### src/rtl/dtg_pkg.sv
package dtg_pkg;

   typedef enum logic {
      LEG_FOLLOW = 1'b0,
      LEG_GUARD  = 1'b1
   } leg_state_e;

   function automatic logic drive_high(input logic running, input leg_state_e st,
                                       input logic phase);
      return running && (st == LEG_FOLLOW) && phase;
   endfunction

   function automatic logic drive_low(input logic running, input leg_state_e st,
                                      input logic phase);
      return running && (st == LEG_FOLLOW) && !phase;
   endfunction

endpackage

### src/rtl/dtg_cfg_reg.sv
module dtg_cfg_reg #(
   parameter int CNT_W = 10
) (
   input  logic             clk,
   input  logic             rst_n,
   input  logic             run_en,
   input  logic             we,
   input  logic [CNT_W-1:0] wdata,
   output logic [CNT_W-1:0] guard_len
);

   logic accept;
   assign accept = we && !run_en;

   always_ff @(posedge clk or negedge rst_n) begin
      if (!rst_n)      guard_len <= '0;
      else if (accept) guard_len <= wdata;
   end

   assert_locked_R2: assert property (@(posedge clk) disable iff (!rst_n)
      run_en |=> $stable(guard_len));

   assert_load_R2: assert property (@(posedge clk) disable iff (!rst_n)
      (we && !run_en) |=> (guard_len == $past(wdata)));

endmodule

### src/rtl/dtg_leg.sv
module dtg_leg
   import dtg_pkg::*;
#(
   parameter int CNT_W = 10
) (
   input  logic             clk,
   input  logic             rst_n,
   input  logic             cnt_tick,
   input  logic             run_en,
   input  logic [CNT_W-1:0] guard_len,
   input  logic             phase,
   output logic             hs,
   output logic             ls
);

   localparam int EXT_W = CNT_W + 1;

   logic             phase_q;
   logic             edge_seen;
   leg_state_e       st, st_nxt;
   logic [CNT_W-1:0] cnt, cnt_nxt;
   logic [EXT_W-1:0] cnt_inc;
   logic             hit;

   assign edge_seen = phase ^ phase_q;
   assign cnt_inc   = {1'b0, cnt} + {{CNT_W{1'b0}}, 1'b1};
   assign hit       = (cnt_inc == {1'b0, guard_len});

   always_comb begin
      st_nxt  = st;
      cnt_nxt = cnt;
      if (!run_en) begin
         st_nxt  = LEG_FOLLOW;
         cnt_nxt = '0;
      end else if (edge_seen) begin
         cnt_nxt = '0;
         st_nxt  = (guard_len != '0) ? LEG_GUARD : LEG_FOLLOW;
      end else if (st == LEG_GUARD && cnt_tick) begin
         if (hit) begin
            cnt_nxt = '0;
            st_nxt  = LEG_FOLLOW;
         end else begin
            cnt_nxt = cnt_inc[CNT_W-1:0];
         end
      end
   end

   always_ff @(posedge clk or negedge rst_n) begin
      if (!rst_n) begin
         phase_q <= 1'b0;
         st      <= LEG_FOLLOW;
         cnt     <= '0;
         hs      <= 1'b0;
         ls      <= 1'b0;
      end else begin
         phase_q <= phase;
         st      <= st_nxt;
         cnt     <= cnt_nxt;
         hs      <= drive_high(run_en, st_nxt, phase);
         ls      <= drive_low(run_en, st_nxt, phase);
      end
   end

   assert_exclusive_R9: assert property (@(posedge clk) disable iff (!rst_n)
      !(hs && ls));

   assert_guard_quiet_R4: assert property (@(posedge clk) disable iff (!rst_n)
      (st == LEG_GUARD) |-> (!hs && !ls));

   assert_cnt_bound_R4: assert property (@(posedge clk) disable iff (!rst_n)
      (st == LEG_GUARD) |-> (cnt < guard_len));

   assert_hold_no_tick_R5: assert property (@(posedge clk) disable iff (!rst_n)
      (run_en && !cnt_tick && !edge_seen && st == LEG_GUARD) |=> $stable(cnt));

   assert_restart_R6: assert property (@(posedge clk) disable iff (!rst_n)
      (run_en && edge_seen && guard_len != '0) |=> (st == LEG_GUARD && cnt == '0));

   assert_stopped_R7: assert property (@(posedge clk) disable iff (!rst_n)
      !run_en |=> (!hs && !ls && st == LEG_FOLLOW));

endmodule

### src/rtl/dtg_top.sv
module dtg_top #(
   parameter int NPH   = 3,
   parameter int CNT_W = 10
) (
   input  logic             clk,
   input  logic             rst_n,
   input  logic             cnt_tick,
   input  logic             run_en,
   input  logic             dt_we,
   input  logic [CNT_W-1:0] dt_wdata,
   input  logic [NPH-1:0]   pwm_in,
   output logic [NPH-1:0]   hs_out,
   output logic [NPH-1:0]   ls_out
);

   generate
      if (NPH < 1 || NPH > 8) begin : g_bad_nph
         $error("dtg_top: NPH must lie in 1..8");
      end
      if (CNT_W < 1 || CNT_W > 16) begin : g_bad_cnt
         $error("dtg_top: CNT_W must lie in 1..16");
      end
   endgenerate

   logic [CNT_W-1:0] guard_len;

   dtg_cfg_reg #(.CNT_W(CNT_W)) u_cfg (
      .clk       (clk),
      .rst_n     (rst_n),
      .run_en    (run_en),
      .we        (dt_we),
      .wdata     (dt_wdata),
      .guard_len (guard_len)
   );

   genvar gi;
   generate
      for (gi = 0; gi < NPH; gi++) begin : g_leg
         dtg_leg #(.CNT_W(CNT_W)) u_leg (
            .clk       (clk),
            .rst_n     (rst_n),
            .cnt_tick  (cnt_tick),
            .run_en    (run_en),
            .guard_len (guard_len),
            .phase     (pwm_in[gi]),
            .hs        (hs_out[gi]),
            .ls        (ls_out[gi])
         );
      end
   endgenerate

   assert_reset_quiet_R1: assert property (@(posedge clk) disable iff (!rst_n)
      $rose(rst_n) |-> (hs_out == '0 && ls_out == '0));

endmodule

### config.mk
export PLATFORM = sky130hd
export DESIGN_NAME = dtg_top
export DESIGN_NICKNAME = d
export VERILOG_FILES = /design/src/rtl/dtg_pkg.sv /design/src/rtl/dtg_cfg_reg.sv /design/src/rtl/dtg_leg.sv /design/src/rtl/dtg_top.sv
export SDC_FILE = /design/constraint.sdc
export NUM_CORES = 1
export LEC_CHECK = 0
export ABC_AREA = 1
export BUFFER_PORTS_ARGS = -buffer_cell sky130_fd_sc_hd__buf_2
export CORE_ASPECT_RATIO = 0.75
export CORE_MARGIN = 2
export CORE_UTILIZATION = 50
export CTS_CLUSTER_SIZE = 14
export DETAILED_ROUTE_END_ITERATION = 8
export PLACE_DENSITY = 0.76
export SLEW_MARGIN = 0
export SYNTH_ARGS = -nofsm -noshare
export SYNTH_HDL_FRONTEND = slang
export SYNTH_HIERARCHICAL = 1
export SYNTH_SLANG_ARGS = --single-unit
export TNS_END_PERCENT = 5
### constraint.sdc
create_clock -name clk -period 1.7 [get_ports clk]
set_input_delay 0.255 -clock clk [delete_from_list [all_inputs] [get_ports clk]]
set_output_delay 0.255 -clock clk [all_outputs]
set_load 0.02 [all_outputs]
# After elaboration in Yosys (flattened, before gate mapping)
# Index checks and enable logic that the tools add are counted.
[totals]
regBits = 52
latchBits = 0
ramBits = 0
mem_bits_ro = 0
inputBits = 18
output_inout_bits = 6
word_cells = 74
memories = 0
[op_classes]
addsub = 3
mul = 0
n_div = 0
magnitude_cmp = 0
n_eq_ne = 6
shift = 0
muxes = 25
n_bitwise = 6
reduce_logical = 18
[op_table]
columns = ["cell", "n"]
rows = [
  ["$mux 10", 12],
  ["$add 10x1->11 const B", 3],
  ["$eq 11x10->1", 3],
  ["$logic_and 1x1->1", 13],
  ["$mux 1", 13],
  ["$reduce_bool 10->1", 1],
  ["$ne 3x1->1 const B", 3],
  ["$logic_not 1->1", 4],
  ["$not 1->1", 3],
  ["$xor 1x1->1", 3],
]

# Logic depth before layout (Yosys ltp)
# Gate-level depths: netlist of run 1.
[logic_depth]
depth_word = 9
ltp_mapped = 14
mapped_depth_nobuf = 14

# Hierarchy
# The synthesis of run 1 kept the hierarchy.
[modules_own_cells]
columns = ["module", "instances", "cells_per_inst", "area_per_inst_um2", "seq_area_each_um2"]
rows = [
  ["dtg_leg", 3, 156, 1032.2, 350.3],
  ["dtg_cfg_reg", 1, 44, 407.9, 250.2],
]

# Worst setup path before layout of run 1
# No wires, ideal clock.
[synth_path]
kind = "register -> register"
start = "register g_leg[0].u_leg.cnt[0]"
end = "register g_leg[0].u_leg.cnt[0]"
setup_time_ns = 0.129
arrival_ns = 1.563
t_required_ns = 1.571
slack_ns = 0.009
stages_incl_launch_ff = 13
path_buffers = 0
period_less_slack_ns = 1.691
cell_sequence = "dfrtp_1 > ha_1 > inv_1 > nand2_1 > nand2_1 > nor2_1 > nand3_1 > nor2_2 > nand3_2 > nor2_4 > nand3_2 > nand3_1 > o21ai_0"
[synth_between]
elab_chain_len = 6
[synth_rtl]
columns = ["item", "line", "text"]
rows = [
  ["start: declaration", "dtg_leg.sv:21", "logic [CNT_W-1:0] cnt, cnt_nxt;"],
  ["start signal: assignment", "dtg_leg.sv:58", "cnt <= cnt_nxt;"],
  ["$add 10x1->11 (*)", "dtg_leg.sv:26", "assign cnt_inc = {1'b0, cnt} + {{CNT_W{1'b0}}, 1'b1};"],
  ["$eq 11x10->1", "dtg_leg.sv:27", "assign hit = (cnt_inc == {1'b0, guard_len});"],
  ["$mux 10 (*)", "dtg_leg.sv:39", "if (hit) begin"],
  ["$mux 10 (*)", "dtg_leg.sv:38", "end else if (st == LEG_GUARD && cnt_tick) begin"],
  ["$mux 10 (*)", "dtg_leg.sv:35", "end else if (edge_seen) begin"],
  ["$mux 10 (*)", "dtg_leg.sv:32", "if (!run_en) begin"],
]
# Every way passes the cells marked *; elsewhere a longest branch is shown, timed or not. The select of a mux whose other input is x is not followed.
# A chain may end at the register's enable or synchronous reset.

# Final worst setup path of run 1
[layout_path]
start = "register g_leg[0].u_leg.cnt[0]"
end = "register g_leg[0].u_leg.hs"
[layout_between]
elab_chain_len = 9
[layout_rtl]
columns = ["item", "line", "text"]
rows = [
  ["$add 10x1->11", "dtg_leg.sv:26", ""],
  ["$eq 11x10->1", "dtg_leg.sv:27", ""],
  ["$mux 1", "dtg_leg.sv:39", ""],
  ["$mux 1", "dtg_leg.sv:38", ""],
  ["$mux 1", "dtg_leg.sv:35", ""],
  ["$mux 1", "dtg_leg.sv:32", ""],
  ["$not 1->1", "dtg_pkg.sv:10", "return running && (st == LEG_FOLLOW) && phase;"],
  ["$logic_and 1x1->1 (2 in series)", "dtg_pkg.sv:10", ""],
  ["end signal: assignment", "dtg_leg.sv:59", "hs <= drive_high(run_en, st_nxt, phase);"],
  ["end: declaration", "dtg_leg.sv:12", "output logic hs,"],
]
# Every way passes these cells.

==> impl_metrics.yaml, run 1 <==
run_status:
  run_status: "complete, but fails checks"
  violations: "negative setup slack"
critical_path:
  r2r_start: "g_leg[0].u_leg/cnt[0]$_DFFE_PN0P_"
  r2r_cells: 13
  cp_max_fo: 3
  r2r_slack_ns: -0.20
  start_kind: "flip-flop"
  crit_top_cell: "nand2_1"
  reg2reg_to: "g_leg[0].u_leg/hs$_DFF_PN0_"
  crit_type: "reg -> reg"
  crit_slowest_cell: "dfrtp_1"
  crit_buf_inv: 0
  critPathMaxStageDelay_ns: 0.42
  end_kind: "flip-flop"
  required_ns: 1.95
  arrival_ns: 2.15
  crit_chain: "ha_4 -> nand3_2 -> nor2_4 -> nand2_1 -> nand2_1 -> nand2_1 -> nand2_1 -> nand3_2 -> nor2_4 -> nand4_1 -> nand2_1 -> nand3_2 -> nor2_1"
  crit_family: "simple AND/OR/NAND/NOR gates"
clocking:
  cts_buffer_depth: 2
  root_buffer: "clkbuf_8"
  cts.sinks: 52
  cts_tree: "built"
  cts_made_buffers: 5
  clk_latency_ns: 0.31
  h-tree-depth: 2
  clk_pin_slew_worst_paths_ns: 0.10
final_layout:
  layout_common_cells: "nand2_1, inv_1, nand3_1"
  drive_gt1_share_pct: 23.5
  n_antenna_cell: 0
  nets: 595
  fillerInstances: 606
  final_area_mm2: 0.00418
  final_common_cell: "nand2_1"
  syn_to_final_growth_pct: 19.1
die:
  die_h_um: 76.5
  die_width_um: 101
  ioPinCount: 24
  core_mm2: 0.00680
  initial_core_util_pct: 51.5
  rows: 26
  dieArea_mm2: 0.00770
power:
  power_density_mw_per_mm2: 653
  power.leakage_nw: 1.93
  ir_drop_mv: 0.570
yosys:
  synth_fp_nets: 533
  ys_ff_latch: 52
  syn_area_mm2: 0.00350
  synth_cell_types: 20
  synth_area_per_cell_um2: 6.84
  yosysSeqAreaShare_pct: 37.1
  syn-instance-count: 512
  yosys_warnings: 6
placement:
  portBuffers: 23
  dp_slack_ns: -0.223
  globalplace.congestion: 0.956
  hpwl_um: 7010
  place_area_mm2: 0.00396
timing:
  worst_slack_ns: -0.197
  max_freq_mhz: 527
  rsz0062_at_grt: "true"
  slew_violations: 0
  finalSetupViolCount: 39
  final.period_utilization_pct: 112
  hold_violations: 0
  worst_slew_pin_slew_ns: 0.500
  max_slew_margin_pct: 66.2
  finClkSkew_ns: 0.00379
  finalCriticalPeriod_ns: 1.90
drt:
  antenna_violating_nets_post_route: 0
  drc: 0
  vias: 3568
  drt_iter0_drc: 260
  first_pass_iters: 5
  wl_um: 9210
  wire_per_inst_um: 14.0
  via_per_inst: 5.41
worst_hold_path:
  hold_class: "in -> reg"
  whs_endpoint: "g_leg[0].u_leg/phase_q$_DFF_PN0_"
  worstHoldStart: "pwm_in[0]"
  holdPathStages: 1
global_route:
  grt_pass1_vias: 3422
  grt_pass1_wl_um: 15600
  antenna_found_initial: 0
  grt_max_degree: 34
  grt_use_total_pct: 25.3
  overflow: 0
run:
  maxCapViolCount: 0
==> cell families after synthesis <==
logic type	after synthesis	synth area share, %
xor gates and xnor gates	3	0.750
DFF	52	37.1
and+or+nand+nor	334	45.9
adders and majority gates	3	1.07
buffers and inverters	78	8.78
AOI/OAI and AO/OA	42	6.32
==> Yosys cell counts <==
| library cell | n | area share, % |
|---|---|---|
| nand2_1 | 161 | 17 |
| inv_1 | 66 | 7.1 |
| nand3_1 | 58 | 8.3 |
| dfrtp_1 | 52 | 37 |
| nor2_1 | 36 | 3.9 |
| o21ai_1 | 21 | 3.0 |
| nand4_1 | 18 | 3.2 |
| nand3_2 | 15 | 4.3 |
| nor2_2 | 15 | 2.7 |
| nand2_2 | 13 | 2.3 |
| o21ai_0 | 12 | 1.7 |
| inv_2 | 10 | 1.1 |
| a21oi_1 | 6 | 0.86 |
| nand3b_1 | 6 | 1.3 |
| nor2_4 | 6 | 1.9 |
| nor3_1 | 6 | 0.86 |
| ha_1 | 3 | 1.1 |
| o41ai_1 | 3 | 0.75 |
| xor2_1 | 3 | 0.75 |
| buf_6 | 2 | 0.64 |
==> worst register-to-register path, delay by kind of cell (launching register included) <==
kind	cells	cell delay [ns]
simple gates	12	1.24
flops	1	0.42
fa+ha+maj	1	0.18
==> state kept, by name, summed over array words and instances (netlist names) <==
name	flops
g_leg.u_leg/cnt	30
g_leg.u_leg/hs	3
g_leg.u_leg/ls	3
g_leg.u_leg/phase_q	3
g_leg.u_leg/st	3
u_cfg/guard_len	10
==> report_power, final <==
| part | internal, W | switching, W | total [W] |
|---|---|---|---|
| Sequential | 0.00129 | 0.0000868 | 0.00137 |
| Combinational | 0.000165 | 0.000309 | 0.000474 |
| Clock | 0.000437 | 0.000442 | 0.000879 |
| Total | 0.00189 | 0.000838 | 0.00273 |
==> stage by stage <==
step,utilization [%],total power [W],cells,hold WS [ns],TNS [ns]
2_1_floorplan,-,0.00167,512,-0.0406,0
3_3_place_gp,58.3,0.00183,650,0.250,-4.17
3_5_place_dp,58.3,0.00184,650,0.256,-6.57
4_1_cts,61.1,0.00274,659,0.0942,-4.43
5_1_grt,61.4,0.00287,659,0.0898,-10.91
6_report,61.4,0.00273,659,0.0959,-5.32
==> metal layers <==
metal | part of all wire (%) | up-vias | track usage, %
met2 | 44 | 123 | 38.7
met5 | 0 | - | 0
met4 | 1.6 | 0 | 6.71
met3 | 6.4 | 18 | 5.41
met1 | 48 | 1654 | 36.2
li1 | - | 1773 | -
==> what timing repair did <==
action | 4_1_cts | 5_1_grt
resized for setup | 12 | 6
endpoints found under the hold margin | 19 | 0
hold buffers | 1 | 0
buffers inserted | 0 | 0
pin swaps | 1 | 2
endpoints found under the setup margin | 39 | 39
==> worst max-delay path by stage <==
stage | endpoint | cells past startpoint | slack, ns | start
finish | g_leg[0].u_leg/hs$_DFF_PN0_ | 13 | -0.20 | g_leg[0].u_leg/cnt[0]$_DFFE_PN0P_
global route | g_leg[0].u_leg/ls$_DFF_PN0_ | 13 | -0.34 | g_leg[0].u_leg/cnt[0]$_DFFE_PN0P_
CTS | g_leg[2].u_leg/hs$_DFF_PN0_ | 13 | -0.18 | g_leg[2].u_leg/cnt[0]$_DFFE_PN0P_
detailed placement | g_leg[2].u_leg/cnt[7]$_DFFE_PN0P_ | 12 | -0.22 | g_leg[2].u_leg/cnt[0]$_DFFE_PN0P_
global placement | g_leg[0].u_leg/cnt[6]$_DFFE_PN0P_ | 12 | -0.15 | g_leg[0].u_leg/cnt[1]$_DFFE_PN0P_
floorplan | g_leg[0].u_leg/cnt[0]$_DFFE_PN0P_ | 12 | 0.009 | g_leg[0].u_leg/cnt[0]$_DFFE_PN0P_
==> cell type report <==
| type | count | area [um2] | area share [%] |
|---|---|---|---|
| inverters | 76 | 285 | 6.83 |
| flip-flops and latches | 52 | 1300 | 31.2 |
| well taps | 84 | 105 | 2.52 |
| multi-input cells | 382 | 1990 | 47.6 |
| clock buffers | 5 | 68.8 | 1.65 |
| clock inverters | 3 | 42.5 | 1.02 |
| repair buffers | 57 | 385 | 9.23 |
Power figures use the tool's default switching activity.
==> run 2: changes to the inputs <==
--- a/config.mk
+++ b/config.mk
@@ -5,14 +5,14 @@
 export SDC_FILE = /design/constraint.sdc
 export NUM_CORES = 1
 export LEC_CHECK = 0
-export ABC_AREA = 1
 export BUFFER_PORTS_ARGS = -buffer_cell sky130_fd_sc_hd__buf_2
 export CORE_ASPECT_RATIO = 0.75
 export CORE_MARGIN = 2
 export CORE_UTILIZATION = 50
 export CTS_CLUSTER_SIZE = 14
 export DETAILED_ROUTE_END_ITERATION = 8
-export PLACE_DENSITY = 0.76
+export PLACE_DENSITY = 0.75
+export SKIP_CTS_REPAIR_TIMING = 1
 export SLEW_MARGIN = 0
 export SYNTH_ARGS = -nofsm -noshare
 export SYNTH_HDL_FRONTEND = slang
==> impl_metrics.yaml, run 2 <==
final_layout:
  largest_reg_flops: 30
  fillerInstances: 488
  stdcell_count: 631
  largestRegisters: "g_leg.u_leg/cnt (30), u_cfg/guard_len (10)"
  final_common_cell: "buf_4"
  layout_common_cells: "buf_4, dfrtp_1, nor2_1, nand2_1, nand3_1"
  syn_to_final_growth_pct: 41.2
  nets: 552
  drive_gt1_share_pct: 43.0
  top_register: "g_leg.u_leg/cnt"
run_status:
  run_status: "complete, but fails checks"
  violations: "negative setup slack"
critical_path:
  start_kind: "flip-flop"
  required_ns: 1.95
  arrival_ns: 2.53
  crit_type: "reg -> reg"
  end_kind: "flip-flop"
  cp_max_fo: 7
  r2r_cells: 7
global_route:
  grt_pass1_wl_um: 18100
  grt_pass1_vias: 3724
  grt_use_total_pct: 28.9
  grt_max_degree: 53
  overflow: 0
  antenna_found_initial: 1
drt:
  wl_um: 11500
  first_pass_iters: 5
  drc: 0
  vias: 3865
  antenna_violating_nets_post_route: 0
  wire_per_inst_um: 18.2
  drt_iter0_drc: 363
  via_per_inst: 6.13
clocking:
  cts_made_buffers: 5
  root_buffer: "clkbuf_8"
  cts_tree: "built"
  clk_latency_ns: 0.32
  h-tree-depth: 2
  cts.sinks: 52
  cts_buffer_depth: 2
  clk_pin_slew_worst_paths_ns: 0.11
die:
  die_width_um: 103
  dieArea_mm2: 0.00801
  initial_core_util_pct: 52.7
  core_mm2: 0.00693
  rows: 26
  ioPinCount: 24
  die_h_um: 78.0
yosys:
  async_reset_ff_share_pct: 100
  ys_ff_latch: 52
  yosysSeqAreaShare_pct: 35.6
  synth_area_per_cell_um2: 9.41
  synth_cell_types: 48
  synth_fp_nets: 409
  yosys.cell_count.top_type: "dfrtp_1"
  netlist_top_cells_count: "dfrtp_1, nand2_1, nor2_1, nor4_1, nand3_1"
  yosys.area.top_type: "dfrtp_1"
  synth_top_area_share_pct: 35.6
  synth_ff_type: "dfrtp_1"
  yosys-top-cells-area: "dfrtp_1, nor4_1, mux2_4"
  yosys_warnings: 6
  synth-edff-count: 0
  syn_area_mm2: 0.00365
  syn-instance-count: 388
timing:
  hold_violations: 0
  finalCriticalPeriod_ns: 2.28
  worst_slack_ns: -0.581
  setup-tns-final_ns: -18.85
  rsz0062_at_grt: "true"
  max_slew_margin_pct: 67.6
  slew_violations: 0
  final.period_utilization_pct: 134
  max_freq_mhz: 438
  finalSetupViolCount: 39
  finClkSkew_ns: 0.00859
  worst_slew_pin_slew_ns: 0.487
worst_hold_path:
  holdPathStages: 1
  hold_class: "in -> reg"
run:
  maxCapViolCount: 0
power:
  power.leakage_nw: 2.16
  power_density_mw_per_mm2: 599
  ir_drop_mv: 0.382
placement:
  dp_cells: 618
  dp_slack_ns: -0.673
  portBuffers: 23
  hpwl_um: 7980
  globalplace.congestion: 0.885
-- run 2: changes by cell type in the layout (fill, tap and decap cells not counted), sizes merged, moves of 13 or more --
cell,change
nand2,-147
buf,+92
inv,-69
nand3,-46
nor2,-30
nor4,+30
and3,+15
mux2,+13
-- run 2: cell families after synthesis --
logic type | share of synthesized area [%]
AOI/OAI and AO/OA | 17.1
xor gates and xnor gates | 7.61
adders and majority gates | 1.03
buffers and inverters | 3.12
DFF | 35.6
muxes | 5.86
and+or+nand+nor | 29.7
-- run 2: worst max-delay path: stages (launching register included) --
cell and delay, ns:
dfrtp_2 0.52, xor2_1 0.18, or4_1 0.53, and3_4 0.20, nor4_4 0.30, buf_4 0.18
nand4b_1 0.13, a21oi_2 0.16
-- run 2: cell type report --
class                      count  area, um2  area share (%)
antenna                        1       2.50          0.0486
clock buffer                   5       68.8            1.34
clock inverter                 3       46.3           0.898
inverter                       6       22.5           0.437
multi-input combinational    317       2490            48.2
sequential                    52       1310            25.5
tap                           98        123            2.38
timing repair buffer         149       1090            21.2
-- run 2: metal layers --
metal  GRT usage (%)  vias up  part of all wire (%)
li1                -     1798                     -
met1            41.6     1877                    44
met2            44.7      165                    47
met3            5.86       25                   7.4
met4            6.53        0                   2.2
met5               0        -                     0
-- run 2: worst paths after layout --
| path | start | to | slack, ns |
|---|---|---|---|
| min reg2reg | g_leg[1].u_leg/phase_q$_DFF_PN0_ | g_leg[1].u_leg/hs$_DFF_PN0_ | 0.57 |
| min in group asynchronous | rst_n | g_leg[0].u_leg/phase_q$_DFF_PN0_ | 0.45 |
| max reg2reg | u_cfg/guard_len[3]$_DFFE_PN0P_ | g_leg[2].u_leg/ls$_DFF_PN0_ | -0.58 |
| max | u_cfg/guard_len[3]$_DFFE_PN0P_ | g_leg[2].u_leg/ls$_DFF_PN0_ | -0.58 |
| max in group asynchronous | rst_n | g_leg[1].u_leg/cnt[3]$_DFFE_PN0P_ | 0.99 |
| min | pwm_in[1] | g_leg[1].u_leg/phase_q$_DFF_PN0_ | 0.08 |
-- run 2: stage by stage --
stage	util [%]	cell area [um2]	hold slack (ns)	total power [W]
2_1_floorplan	-	3720	-0.0406	0.00179
3_3_place_gp	69.1	4790	0.268	0.00209
3_5_place_dp	69.1	4790	0.275	0.00211
4_1_cts	70.8	4910	-0.0855	0.00303
5_1_grt	74.4	5150	0.0673	0.00323
6_report	74.4	5150	0.0840	0.00309
-- run 2: power by group --
group	internal (W)	leakage [nW]	switching, W
logic	0.000383	1.43	0.000371
registers	0.00129	0.674	0.000141
clock network	0.000444	0.0548	0.000458
